--- src/rtl/tmr_pkg.sv ---
package tmr_pkg;
  parameter int unsigned TW = 32;
  localparam int unsigned BW = TW / 8;

  typedef logic [TW-1:0] tword_t;
  typedef logic [BW-1:0] tbe_t;

  localparam int unsigned OFS_CFG = 0;
  localparam int unsigned OFS_CMP = 1;
  localparam int unsigned OFS_PER = 2;

  localparam int unsigned CFG_PERIODIC = 0;
  localparam int unsigned CFG_VSET     = 1;

  typedef enum logic [1:0] {
    CH_IDLE  = 2'd0,
    CH_CHECK = 2'd1,
    CH_CATCH = 2'd2
  } ch_state_e;

  function automatic tword_t lane_merge(tword_t old_v, tword_t new_v, tbe_t be);
    tword_t r;
    for (int b = 0; b < int'(BW); b++) begin
      r[8*b +: 8] = be[b] ? new_v[8*b +: 8] : old_v[8*b +: 8];
    end
    return r;
  endfunction

  function automatic logic is_behind(tword_t cnt, tword_t cmp);
    return cnt > cmp;
  endfunction

  function automatic tword_t step_cmp(tword_t cmp, tword_t per);
    return cmp + per;
  endfunction
endpackage

--- src/rtl/tmr_main_counter.sv ---
module tmr_main_counter
  import tmr_pkg::*;
(
  input  logic   clk,
  input  logic   rst_n,
  input  logic   wr_ctl,
  input  logic   wr_cnt,
  input  tword_t wr_data,
  input  tbe_t   wr_be,
  output tword_t cnt,
  output logic   run,
  output logic   rearm
);
  tword_t cnt_q;
  logic   run_q;
  logic   run_rise;

  assign run_rise = wr_ctl && wr_be[0] && wr_data[0] && !run_q;
  assign rearm    = run_rise || wr_cnt;
  assign cnt      = cnt_q;
  assign run      = run_q;

  always_ff @(posedge clk or negedge rst_n) begin
    if (!rst_n) begin
      cnt_q <= '0;
      run_q <= 1'b0;
    end else begin
      if (wr_ctl && wr_be[0]) run_q <= wr_data[0];
      if (wr_cnt)     cnt_q <= lane_merge(cnt_q, wr_data, wr_be);
      else if (run_q) cnt_q <= cnt_q + TW'(1);
    end
  end

  // counter holds while stopped
  a_r2_hold: assert property (@(posedge clk) disable iff (!rst_n)
    (!run_q && !wr_cnt) |=> $stable(cnt_q));
  // counter steps by one while running
  a_r2_step: assert property (@(posedge clk) disable iff (!rst_n)
    (run_q && !wr_cnt) |=> (cnt_q == $past(cnt_q) + TW'(1)));
endmodule

--- src/rtl/tmr_channel.sv ---
module tmr_channel
  import tmr_pkg::*;
(
  input  logic   clk,
  input  logic   rst_n,
  input  logic   run,
  input  tword_t cnt,
  input  logic   rearm,
  input  logic   wr_cfg,
  input  logic   wr_cmp,
  input  tword_t wr_data,
  input  tbe_t   wr_be,
  output logic   fire,
  output tword_t cmp,
  output tword_t period,
  output logic   periodic,
  output logic   vset
);
  tword_t    cmp_q, per_q, dist_q;
  logic      periodic_q, vset_q;
  ch_state_e state_q;

  logic ch_event;
  logic catching;
  logic start_catch;
  logic last_step;
  logic advance;
  logic match;

  assign ch_event    = rearm || wr_cfg || wr_cmp;
  assign catching    = (state_q == CH_CATCH);
  assign match       = run && (cnt == cmp_q);
  assign fire        = match && !catching;
  assign start_catch = (state_q == CH_CHECK) && periodic_q && (per_q != '0)
                       && is_behind(cnt, cmp_q);
  assign last_step   = catching && (dist_q < per_q);
  assign advance     = !ch_event && (catching || (fire && periodic_q));

  assign cmp      = cmp_q;
  assign period   = per_q;
  assign periodic = periodic_q;
  assign vset     = vset_q;

  always_ff @(posedge clk or negedge rst_n) begin
    if (!rst_n) begin
      cmp_q      <= '1;
      per_q      <= '0;
      dist_q     <= '0;
      periodic_q <= 1'b0;
      vset_q     <= 1'b0;
      state_q    <= CH_IDLE;
    end else begin
      if (wr_cfg && wr_be[0]) begin
        periodic_q <= wr_data[CFG_PERIODIC];
        vset_q     <= wr_data[CFG_VSET];
        if (!wr_data[CFG_PERIODIC]) per_q <= '0;
      end
      if (wr_cmp) begin
        if (periodic_q) begin
          per_q <= lane_merge(per_q, wr_data, wr_be);
          if (vset_q) cmp_q <= lane_merge(cmp_q, wr_data, wr_be);
        end else begin
          cmp_q <= lane_merge(cmp_q, wr_data, wr_be);
        end
        vset_q <= 1'b0;
      end
      if (advance) cmp_q <= step_cmp(cmp_q, per_q);

      if (ch_event) begin
        state_q <= CH_CHECK;
      end else begin
        unique case (state_q)
          CH_CHECK: begin
            state_q <= start_catch ? CH_CATCH : CH_IDLE;
            dist_q  <= cnt - cmp_q;
          end
          CH_CATCH: begin
            if (last_step) state_q <= CH_IDLE;
            else           dist_q  <= dist_q - per_q;
          end
          default: state_q <= CH_IDLE;
        endcase
      end
    end
  end

  // a periodic match moves the compare value on by one period
  a_r7_periodic_advance: assert property (@(posedge clk) disable iff (!rst_n)
    (fire && periodic_q && !ch_event) |=> (cmp_q == $past(cmp_q + per_q)));
  // each catch-up cycle adds exactly one period
  a_r9_catch_step: assert property (@(posedge clk) disable iff (!rst_n)
    (catching && !ch_event) |=> (cmp_q == $past(cmp_q + per_q)));
  // a one-shot channel never holds a period
  a_r8_oneshot_zero_period: assert property (@(posedge clk) disable iff (!rst_n)
    !periodic_q |-> (per_q == '0));
  // value-set is gone after any compare write
  a_r6_vset_clears: assert property (@(posedge clk) disable iff (!rst_n)
    wr_cmp |=> !vset_q);
  // without writes a one-shot compare value never moves
  a_r5_oneshot_hold: assert property (@(posedge clk) disable iff (!rst_n)
    (!periodic_q && !ch_event) |=> $stable(cmp_q));
endmodule

--- src/rtl/tmr_comparator_timer.sv ---
module tmr_comparator_timer
  import tmr_pkg::*;
#(
  parameter int unsigned NUM_CH    = 2,
  parameter int unsigned ADDR_W    = 8,
  parameter int unsigned CH_BASE   = 4,
  parameter int unsigned CH_STRIDE = 4
) (
  input  logic              clk,
  input  logic              rst_n,
  input  logic              wr_en,
  input  logic [ADDR_W-1:0] wr_addr,
  input  logic [TW-1:0]     wr_data,
  input  logic [BW-1:0]     wr_be,
  input  logic [ADDR_W-1:0] rd_addr,
  output logic [TW-1:0]     rd_data,
  output logic [NUM_CH-1:0] fire
);
  localparam logic [ADDR_W-1:0] A_CTRL = ADDR_W'(0);
  localparam logic [ADDR_W-1:0] A_CNT  = ADDR_W'(1);

  tword_t cnt;
  logic   run;
  logic   rearm;
  logic   wr_ctl, wr_cnt;

  tword_t cmp_a    [NUM_CH];
  tword_t per_a    [NUM_CH];
  logic   pmode_a  [NUM_CH];
  logic   vset_a   [NUM_CH];

  assign wr_ctl = wr_en && (wr_addr == A_CTRL);
  assign wr_cnt = wr_en && (wr_addr == A_CNT);

  tmr_main_counter u_counter (
    .clk     (clk),
    .rst_n   (rst_n),
    .wr_ctl  (wr_ctl),
    .wr_cnt  (wr_cnt),
    .wr_data (wr_data),
    .wr_be   (wr_be),
    .cnt     (cnt),
    .run     (run),
    .rearm   (rearm)
  );

  for (genvar i = 0; i < int'(NUM_CH); i++) begin : g_ch
    localparam logic [ADDR_W-1:0] A_BASE = ADDR_W'(CH_BASE + i * CH_STRIDE);
    logic wr_cfg_i, wr_cmp_i;
    assign wr_cfg_i = wr_en && (wr_addr == A_BASE + ADDR_W'(OFS_CFG));
    assign wr_cmp_i = wr_en && (wr_addr == A_BASE + ADDR_W'(OFS_CMP));

    tmr_channel u_ch (
      .clk      (clk),
      .rst_n    (rst_n),
      .run      (run),
      .cnt      (cnt),
      .rearm    (rearm),
      .wr_cfg   (wr_cfg_i),
      .wr_cmp   (wr_cmp_i),
      .wr_data  (wr_data),
      .wr_be    (wr_be),
      .fire     (fire[i]),
      .cmp      (cmp_a[i]),
      .period   (per_a[i]),
      .periodic (pmode_a[i]),
      .vset     (vset_a[i])
    );
  end

  always_comb begin
    rd_data = '0;
    if (rd_addr == A_CTRL) rd_data = {{(TW-1){1'b0}}, run};
    if (rd_addr == A_CNT)  rd_data = cnt;
    for (int i = 0; i < int'(NUM_CH); i++) begin
      if (rd_addr == ADDR_W'(CH_BASE + i * CH_STRIDE + OFS_CFG))
        rd_data = {{(TW-2){1'b0}}, vset_a[i], pmode_a[i]};
      if (rd_addr == ADDR_W'(CH_BASE + i * CH_STRIDE + OFS_CMP))
        rd_data = cmp_a[i];
      if (rd_addr == ADDR_W'(CH_BASE + i * CH_STRIDE + OFS_PER))
        rd_data = per_a[i];
    end
  end

  // no fire pulse while the counter is stopped
  a_r4_fire_needs_run: assert property (@(posedge clk) disable iff (!rst_n)
    (fire != '0) |-> (rd_addr == rd_addr) && run);
endmodule

--- config.mk ---
export PLATFORM = sky130hd
export DESIGN_NAME = tmr_comparator_timer
export DESIGN_NICKNAME = d
export VERILOG_FILES = /design/src/rtl/tmr_pkg.sv /design/src/rtl/tmr_main_counter.sv /design/src/rtl/tmr_channel.sv /design/src/rtl/tmr_comparator_timer.sv
export SDC_FILE = /design/constraint.sdc
export NUM_CORES = 1
export LEC_CHECK = 0
export ABC_CLOCK_PERIOD_IN_PS = 4500
export BUFFER_PORTS_ARGS = -buffer_cell sky130_fd_sc_hd__buf_4
export CAP_MARGIN = 20
export CORE_MARGIN = 4
export CORE_UTILIZATION = 49
export DETAILED_ROUTE_END_ITERATION = 12
export PLACE_DENSITY = 0.78
export SYNTH_ARGS = -nofsm -noshare
export SYNTH_HDL_FRONTEND = slang
export SYNTH_SLANG_ARGS = --single-unit
--- constraint.sdc ---
create_clock -name clk -period 4.5 [get_ports clk]
set_input_delay 1.125 -clock clk [delete_from_list [all_inputs] [get_ports clk]]
set_output_delay 1.125 -clock clk [all_outputs]
set_load 0.005 [all_outputs]
; Word level (Yosys, flattened, before mapping)
; Index checks and enable logic that the tools add are counted.
[word_totals]
register_bits = 233
in_bits = 55
output_inout_bits = 34
word_cells = 184
[op_classes]
addsub = 7
magnitude_cmp = 4
eq_ne = 36
mux = 54
bitwise = 2
reduce_logical = 58
[op_table]
columns = cell, n
row1 = 32-bit two-way mux, 27
row2 = 32-bit case mux with 2 select lines, 2
row3 = 32-bit subtractor, 4
row4 = 8-bit two-way mux, 12
row5 = 32-bit adder, 2
row6 = 32-bit equality test, 2
row7 = 32-bit greater-than comparator, 2
row8 = 32-bit less-than comparator, 2
row9 = 32-bit nonzero test, 2
row10 = "8-bit by 3-bit equality test with 1-bit output, second input constant", 5
row11 = "8-bit by 4-bit equality test with 1-bit output, second input constant", 5
row12 = "32-bit by 1-bit adder with 32-bit output, second input constant", 1
row13 = "3-bit != test, second input constant", 10
row14 = 1-bit logical AND, 27
row15 = "8-bit by 1-bit equality test with 1-bit output, second input constant", 2
row16 = 8-bit zero test, 2
row17 = 2-bit nonzero test, 7
row18 = 2-bit two-way mux, 6
row19 = "2-bit != test, second input constant", 6
row20 = 2-bit AND reduction, 6
row21 = 2-bit case mux with 2 select lines, 2
row22 = 1-bit logical OR, 7
row23 = "3-bit by 2-bit != test with 1-bit output, second input constant", 2
row24 = 3-bit AND reduction, 2
row25 = 5 further kinds, 16

; Logic depth before layout (Yosys ltp)
[logic_depth]
depth_word = 12
ltp_mapped = 16
mapped_depth_nobuf = 15

; Cells and area by module
; Synthesis repeated with hierarchy kept, for this count alone.
[hier_totals]
cells_unflattened = 2866
hier_area_um2 = 23145.9
[by_module_without_submodules]
columns = module, n_inst, cells_per_inst, area_per_inst_um2, seq_area_each_um2
row1 = tmr_channel (g_ch[0].u_ch), 1, 1189, 9673.0, 2542.4
row2 = tmr_channel (g_ch[1].u_ch), 1, 1172, 9559.2, 2542.4
row3 = tmr_main_counter, 1, 247, 2160.8, 825.8
row4 = tmr_comparator_timer, 1, 258, 1752.9, 0.0

; Worst setup path after synthesis
; No wires, ideal clock.
[synth_timing]
path_kind = input to output
start = input rd_addr[5]
end = output rd_data[24]
t_arrival_ps = 3063
t_required_ps = 3375
setup_slack_ps = 312
path_stages = 6
path_buffers = 1
path_cell_list = or4_1 -> or3b_2 -> nor3b_1 -> clkbuf_1 -> a222oi_1 -> nand3_1
[synth_via]
elab_chain_cells = 8
word_cells_on_any_way = 14
cone_classes = 7 x eq/ne / 7 x mux
[synth_lines]
columns = item, line
row1 = "start, declared", tmr_comparator_timer.sv:15  ; input logic [ADDR_W-1:0] rd_addr,
row2 = 8-bit by 1-bit equality test with 1-bit output, tmr_comparator_timer.sv:74  ; if (rd_addr == A_CNT) rd_data = cnt;
row3 = 32-bit two-way mux, tmr_comparator_timer.sv:74
row4 = 32-bit two-way mux, tmr_comparator_timer.sv:76  ; if (rd_addr == ADDR_W'(CH_BASE + i * CH_STRIDE + OFS_CFG))
row5 = 32-bit two-way mux, tmr_comparator_timer.sv:78  ; if (rd_addr == ADDR_W'(CH_BASE + i * CH_STRIDE + OFS_CMP))
row6 = 32-bit two-way mux, tmr_comparator_timer.sv:80  ; if (rd_addr == ADDR_W'(CH_BASE + i * CH_STRIDE + OFS_PER))
row7 = 32-bit two-way mux, tmr_comparator_timer.sv:76
row8 = 32-bit two-way mux, tmr_comparator_timer.sv:78
row9 = 32-bit two-way mux (*), tmr_comparator_timer.sv:80
row10 = "end, declared", tmr_comparator_timer.sv:16  ; output logic [TW-1:0] rd_data,
; Every way passes the cells marked *; elsewhere a longest branch is shown, timed or not.

; Worst setup path after layout
[layout_timing]
start = register g_ch[1].u_ch.cmp_q[28]
end = output fire[1]
[layout_via]
elab_chain_cells = 3
[layout_lines]
columns = item, line
row1 = "start, declared", tmr_channel.sv:19  ; tword_t cmp_q, per_q, dist_q;
row2 = "start signal, assigned", tmr_channel.sv:61  ; if (vset_q) cmp_q <= lane_merge(cmp_q, wr_data, wr_be);
row3 = "start signal, assigned", tmr_channel.sv:63  ; cmp_q <= lane_merge(cmp_q, wr_data, wr_be);
row4 = "start signal, assigned", tmr_channel.sv:67  ; if (advance) cmp_q <= step_cmp(cmp_q, per_q);
row5 = 32-bit equality test, tmr_channel.sv:32  ; assign match = run && (cnt == cmp_q);
row6 = 1-bit logical AND, tmr_channel.sv:32
row7 = 1-bit logical AND, tmr_channel.sv:33  ; assign fire = match && !catching;
row8 = "end, declared", tmr_comparator_timer.sv:17  ; output logic [NUM_CH-1:0] fire
; Every way passes these cells.

==> summary.md <==
| Metric | Value |
|---|---|
| Outcome | `finished, final reports clean` |
| Worst-Skew Late Latency | `about 0.57 ns` |
| DRT antenna net count | `0` |
| Pwr per Cell Area | `~510 nW/um2` |
| Leakage | `around 11 nW` |
| WL/cell | `roughly 21 um` |
| Max incr delay on CP | `~0.60 ns` |
| Initial antenna violation count | `0` |
| Vias in the first global route | `between 20000 and 25000` |
| Global-route wire length before repair | `roughly 110000 um` |
| Gp weighted congestion | `between 0.9 and 1` |
| Root Driver | `clkbuf_16` |
| Die H | `218 um` |
| WL final | `72000 um` |
| Avg Inst Size Synth | `about 7.6 um2` |
| Fin crit share | `between 90% and 100%` |
| Adder-Cell Fraction of Synth Area | `a little under an eighth` |
| Syn Std Cell Area | `21500 um2` |
| Clock share of power | `21.8%` |
| Net Count, Synth | `between 3000 and 4000` |
| Ys Warns | `0` |
| Drt first pass iters | `8` |
| Simple-Gate Fraction of Synth Area | `around a fifth` |
| Post-synth ARST share | `100%` |
| Post-CTS Setup Repair Bufs | `0` |
| Relative slew margins | `~44%` |
| Req. time, crit path | `approximately 3.4 ns` |
| Row count | `76` |
| Synth-to-layout area growth | `11.4%` |
| Seq/Total Area, Yosys | `27.4%` |
| Dominant synthesized flop cell | `dfrtp_1` |
| Total CTS buffers | `29` |
| CP Max Fanout | `9` |
| Clk_skew | `about 0.014 ns` |
| CP cell instances | `inv_1, ha_1, nand4_1, nor4_1, and4_1, and3_1, buf_4` |
| Initial DRC count | `roughly 2500` |
| Total power | `roughly 12 mW` |
| CTS Buffer Depth | `3` |
| Final hold violation count | `0` |
| Core Footprint | `~43000 um2` |
| Xor-xnor portion of the synthesized cell area | `around 6.5%` |
| Slew @ Worst Pin | `roughly 0.84 ns` |
| Slowest CP cell | `dfstp_2` |
| Post-synthesis mux area share | `0.982%` |
| Top cell type by total area after synthesis | `dfrtp_1` |
| Number of synthesized flops with an enable pin | `0` |
| Post-synth top area share | `roughly 20%` |
| Final #Nets | `about 3100` |
| CTS tree | `built` |
| Drt drc | `0` |
| Maximum vdd ir drop | `approximately 0.32 mV` |
| Sw Ratio | `a little over two fifths` |
| Critical Path Source Type | `flip-flop` |
| Largest net degree at the start of global routing | `96` |
| Total grt overflow | `0` |
| Main combinational cell family by area after synthesis | `compound AO/OA/AOI/OAI gates` |
| Fmax | `0.230 GHz` |
| Final min period | `about 4.4 ns` |
| Top post-synthesis cells by area | `dfrtp_1 20%, ha_1 11%, dfstp_2 7.8%` |
| Crit path DAT | `~3.2 ns` |
| Worst setup EP type | `output port` |
| Flop pwr share | `26.2%` |
| Cells after synthesis | `around 2800` |
| P_int | `around 7.2 mW` |
| Initial core utilization | `49.8%` |
| Max cap viols | `0` |
| Final setup TNS | `0 ns` |
| Setup-failing EPs final | `0` |
| # clock sinks | `about 230` |
| Hold/Removal Path Class | `reg2reg` |
| Setup CP Type | `reg2out` |
| GRT Util Overall | `29.5%` |
| I/O Buffers | `88` |
| # IOs | `89` |
| Detailed-placement wirelength estimate | `55400 um` |
| Combinational Power Share | `52.0%` |
| Routed vias/inst | `about 6.3` |
| Count of different cell masters after synthesis | `88` |
| Max Slew Vio Count | `0` |
| Antenna Cells | `0` |
| Synth Area in Compound Gates | `27.1%` |
| H-tree level count | `1` |
| Sw Pwr | `slightly above 5 mW` |
| Share of cells above drive strength 1 | `approximately a tenth` |
| Die area | `around 47000 um2` |
| Vias | `approximately 22000` |
| Synth Register Bits | `233` |
| Horiz. Die Dim | `218 um` |
| RSZ-0062 raised after global routing | `false` |
| CTS clk-pin slew, worst paths | `0.06 ns` |
-- power by group through the flow --
| stage | clock (mW) | combinational (mW) | sequential [mW] |
|---|---|---|---|
| finish | 2.69 | 6.41 | 3.23 |
| global route | 2.80 | 7.19 | 3.28 |
| CTS | 2.70 | 6.32 | 3.22 |
| detailed placement | 0 | 6.26 | 3.25 |
| global placement | 0 | 6.05 | 3.25 |
| floorplan | 0 | 5.04 | 3.01 |
-- sequential cells by signal, summed over array words and instances (netlist names) --
name	cells
g_ch.u_ch.cmp	64
u_counter.run	1
u_counter.cnt	32
g_ch.u_ch.periodic	2
g_ch.u_ch.period	64
g_ch.u_ch.vset	2
g_ch.u_ch.dist_q	64
g_ch.u_ch.state_q	4
-- cell usage after synthesis, drive strengths merged (5+ instances only) --
master,count
nand2,317
o21ai,291
a21oi,289
nor2,238
inv,224
ha,195
dfrtp,169
nand3,152
xnor2,111
clkbuf,110
a21o,91
dfstp,64
xor2,49
nor3,35
nand4,33
a222oi,31
nand2b,31
a211oi,30
a31oi,30
o21a,29
o21bai,28
nor4,26
and3,25
and2,23
or3,16
buf,15
nor2b,15
o211ai,15
a311oi,11
mux2i,11
o31ai,10
mux2,9
o22ai,9
a221o,7
a221oi,7
a2111oi,6
fa,6
a21boi,5
a41oi,5
o221ai,5
or2,5
or4,5
-- per-stage QoR --
step | hold WS (ns) | utilization [%] | cell area, um2 | std cells | setup slack (ns)
after floorplan | 0.445 | - | 21500 | 2842 | 0.312
after global placement | 0.462 | 52.9 | 22900 | 3427 | 0.0942
after detailed placement | 0.472 | 52.9 | 22900 | 3427 | 0.0609
after CTS | 0.483 | 55.4 | 24000 | 3480 | 0.0544
after global routing | 0.515 | 55.4 | 24000 | 3481 | 0.0701
final | 0.482 | 55.4 | 24000 | 3481 | 0.143
-- worst max-delay path: cells and delay by family, from the launching register on --
kind / cells / cell delay [ns]
flops: 1 / 0.60
simple gates: 4 / 1.42
fa+ha+maj: 1 / 0.46
buf+inv: 2 / 0.18
-- cell families (layout without fill, tap and decap cells) --
family	count (synthesis)	in the layout
buffers and inverters	350	404
adder cells (fa/ha/maj)	201	201
flip-flops	233	233
AND/OR/NAND/NOR	936	936
XOR/XNOR	160	160
multiplexers	20	20
AO/OA/AOI/OAI	942	942
-- final timing paths --
check / startpoint / endpoint / slack, ns / cells past startpoint
max: g_ch[1].u_ch.cmp[28]$_DFFE_PN1P_ / fire[1] / 0.14 / 7
min: g_ch[1].u_ch.dist_q[13]$_DFFE_PN0P_ / g_ch[1].u_ch.dist_q[13]$_DFFE_PN0P_ / 0.48 / 2
max reg2reg: u_counter.cnt[0]$_DFFE_PN0P_ / g_ch[0].u_ch.dist_q[28]$_DFFE_PN0P_ / 0.59 / 15
min reg2reg: g_ch[1].u_ch.dist_q[13]$_DFFE_PN0P_ / g_ch[1].u_ch.dist_q[13]$_DFFE_PN0P_ / 0.48 / 2
max in group asynchronous: rst_n / g_ch[0].u_ch.cmp[3]$_DFFE_PN1P_ / 2.95 / 2
min in group asynchronous: rst_n / g_ch[1].u_ch.dist_q[31]$_DFFE_PN0P_ / 0.56 / 1
-- repair_timing --
action	in CTS	in global routing
gates resized for setup	0	2
hold buffers	0	0
endpoints found under the setup margin	0	3
-- area by class of cell --
class                      instances  area, um2
clock inverter                    13        244
inverter                         225        845
fill                            4054      19300
tap                              585        732
sequential                       233       5910
timing repair buffer             126       1090
multi-input combinational       2259      14300
clock buffer                      40        837
-- routing by layer --
metal	vias up	part of all wire [%]	global-route usage, %
met5	-	0	0
met3	162	9.5	5.68
met2	1057	44	46.8
met1	10400	42	40.1
met4	0	3.8	10.6
li1	10200	-	-
-- cell usage in the layout (no fill, tap or decap), drive strengths merged, types with 64 or more instances in the layout --
cell and count:
dfrtp 169, inv 224, nand2 317, a21oi 289, ha 195, nor2 238, xnor2 111, dfstp 64
nand3 152, buf 126, o21ai 291, a21o 91
Power figures use the tool's default switching activity.
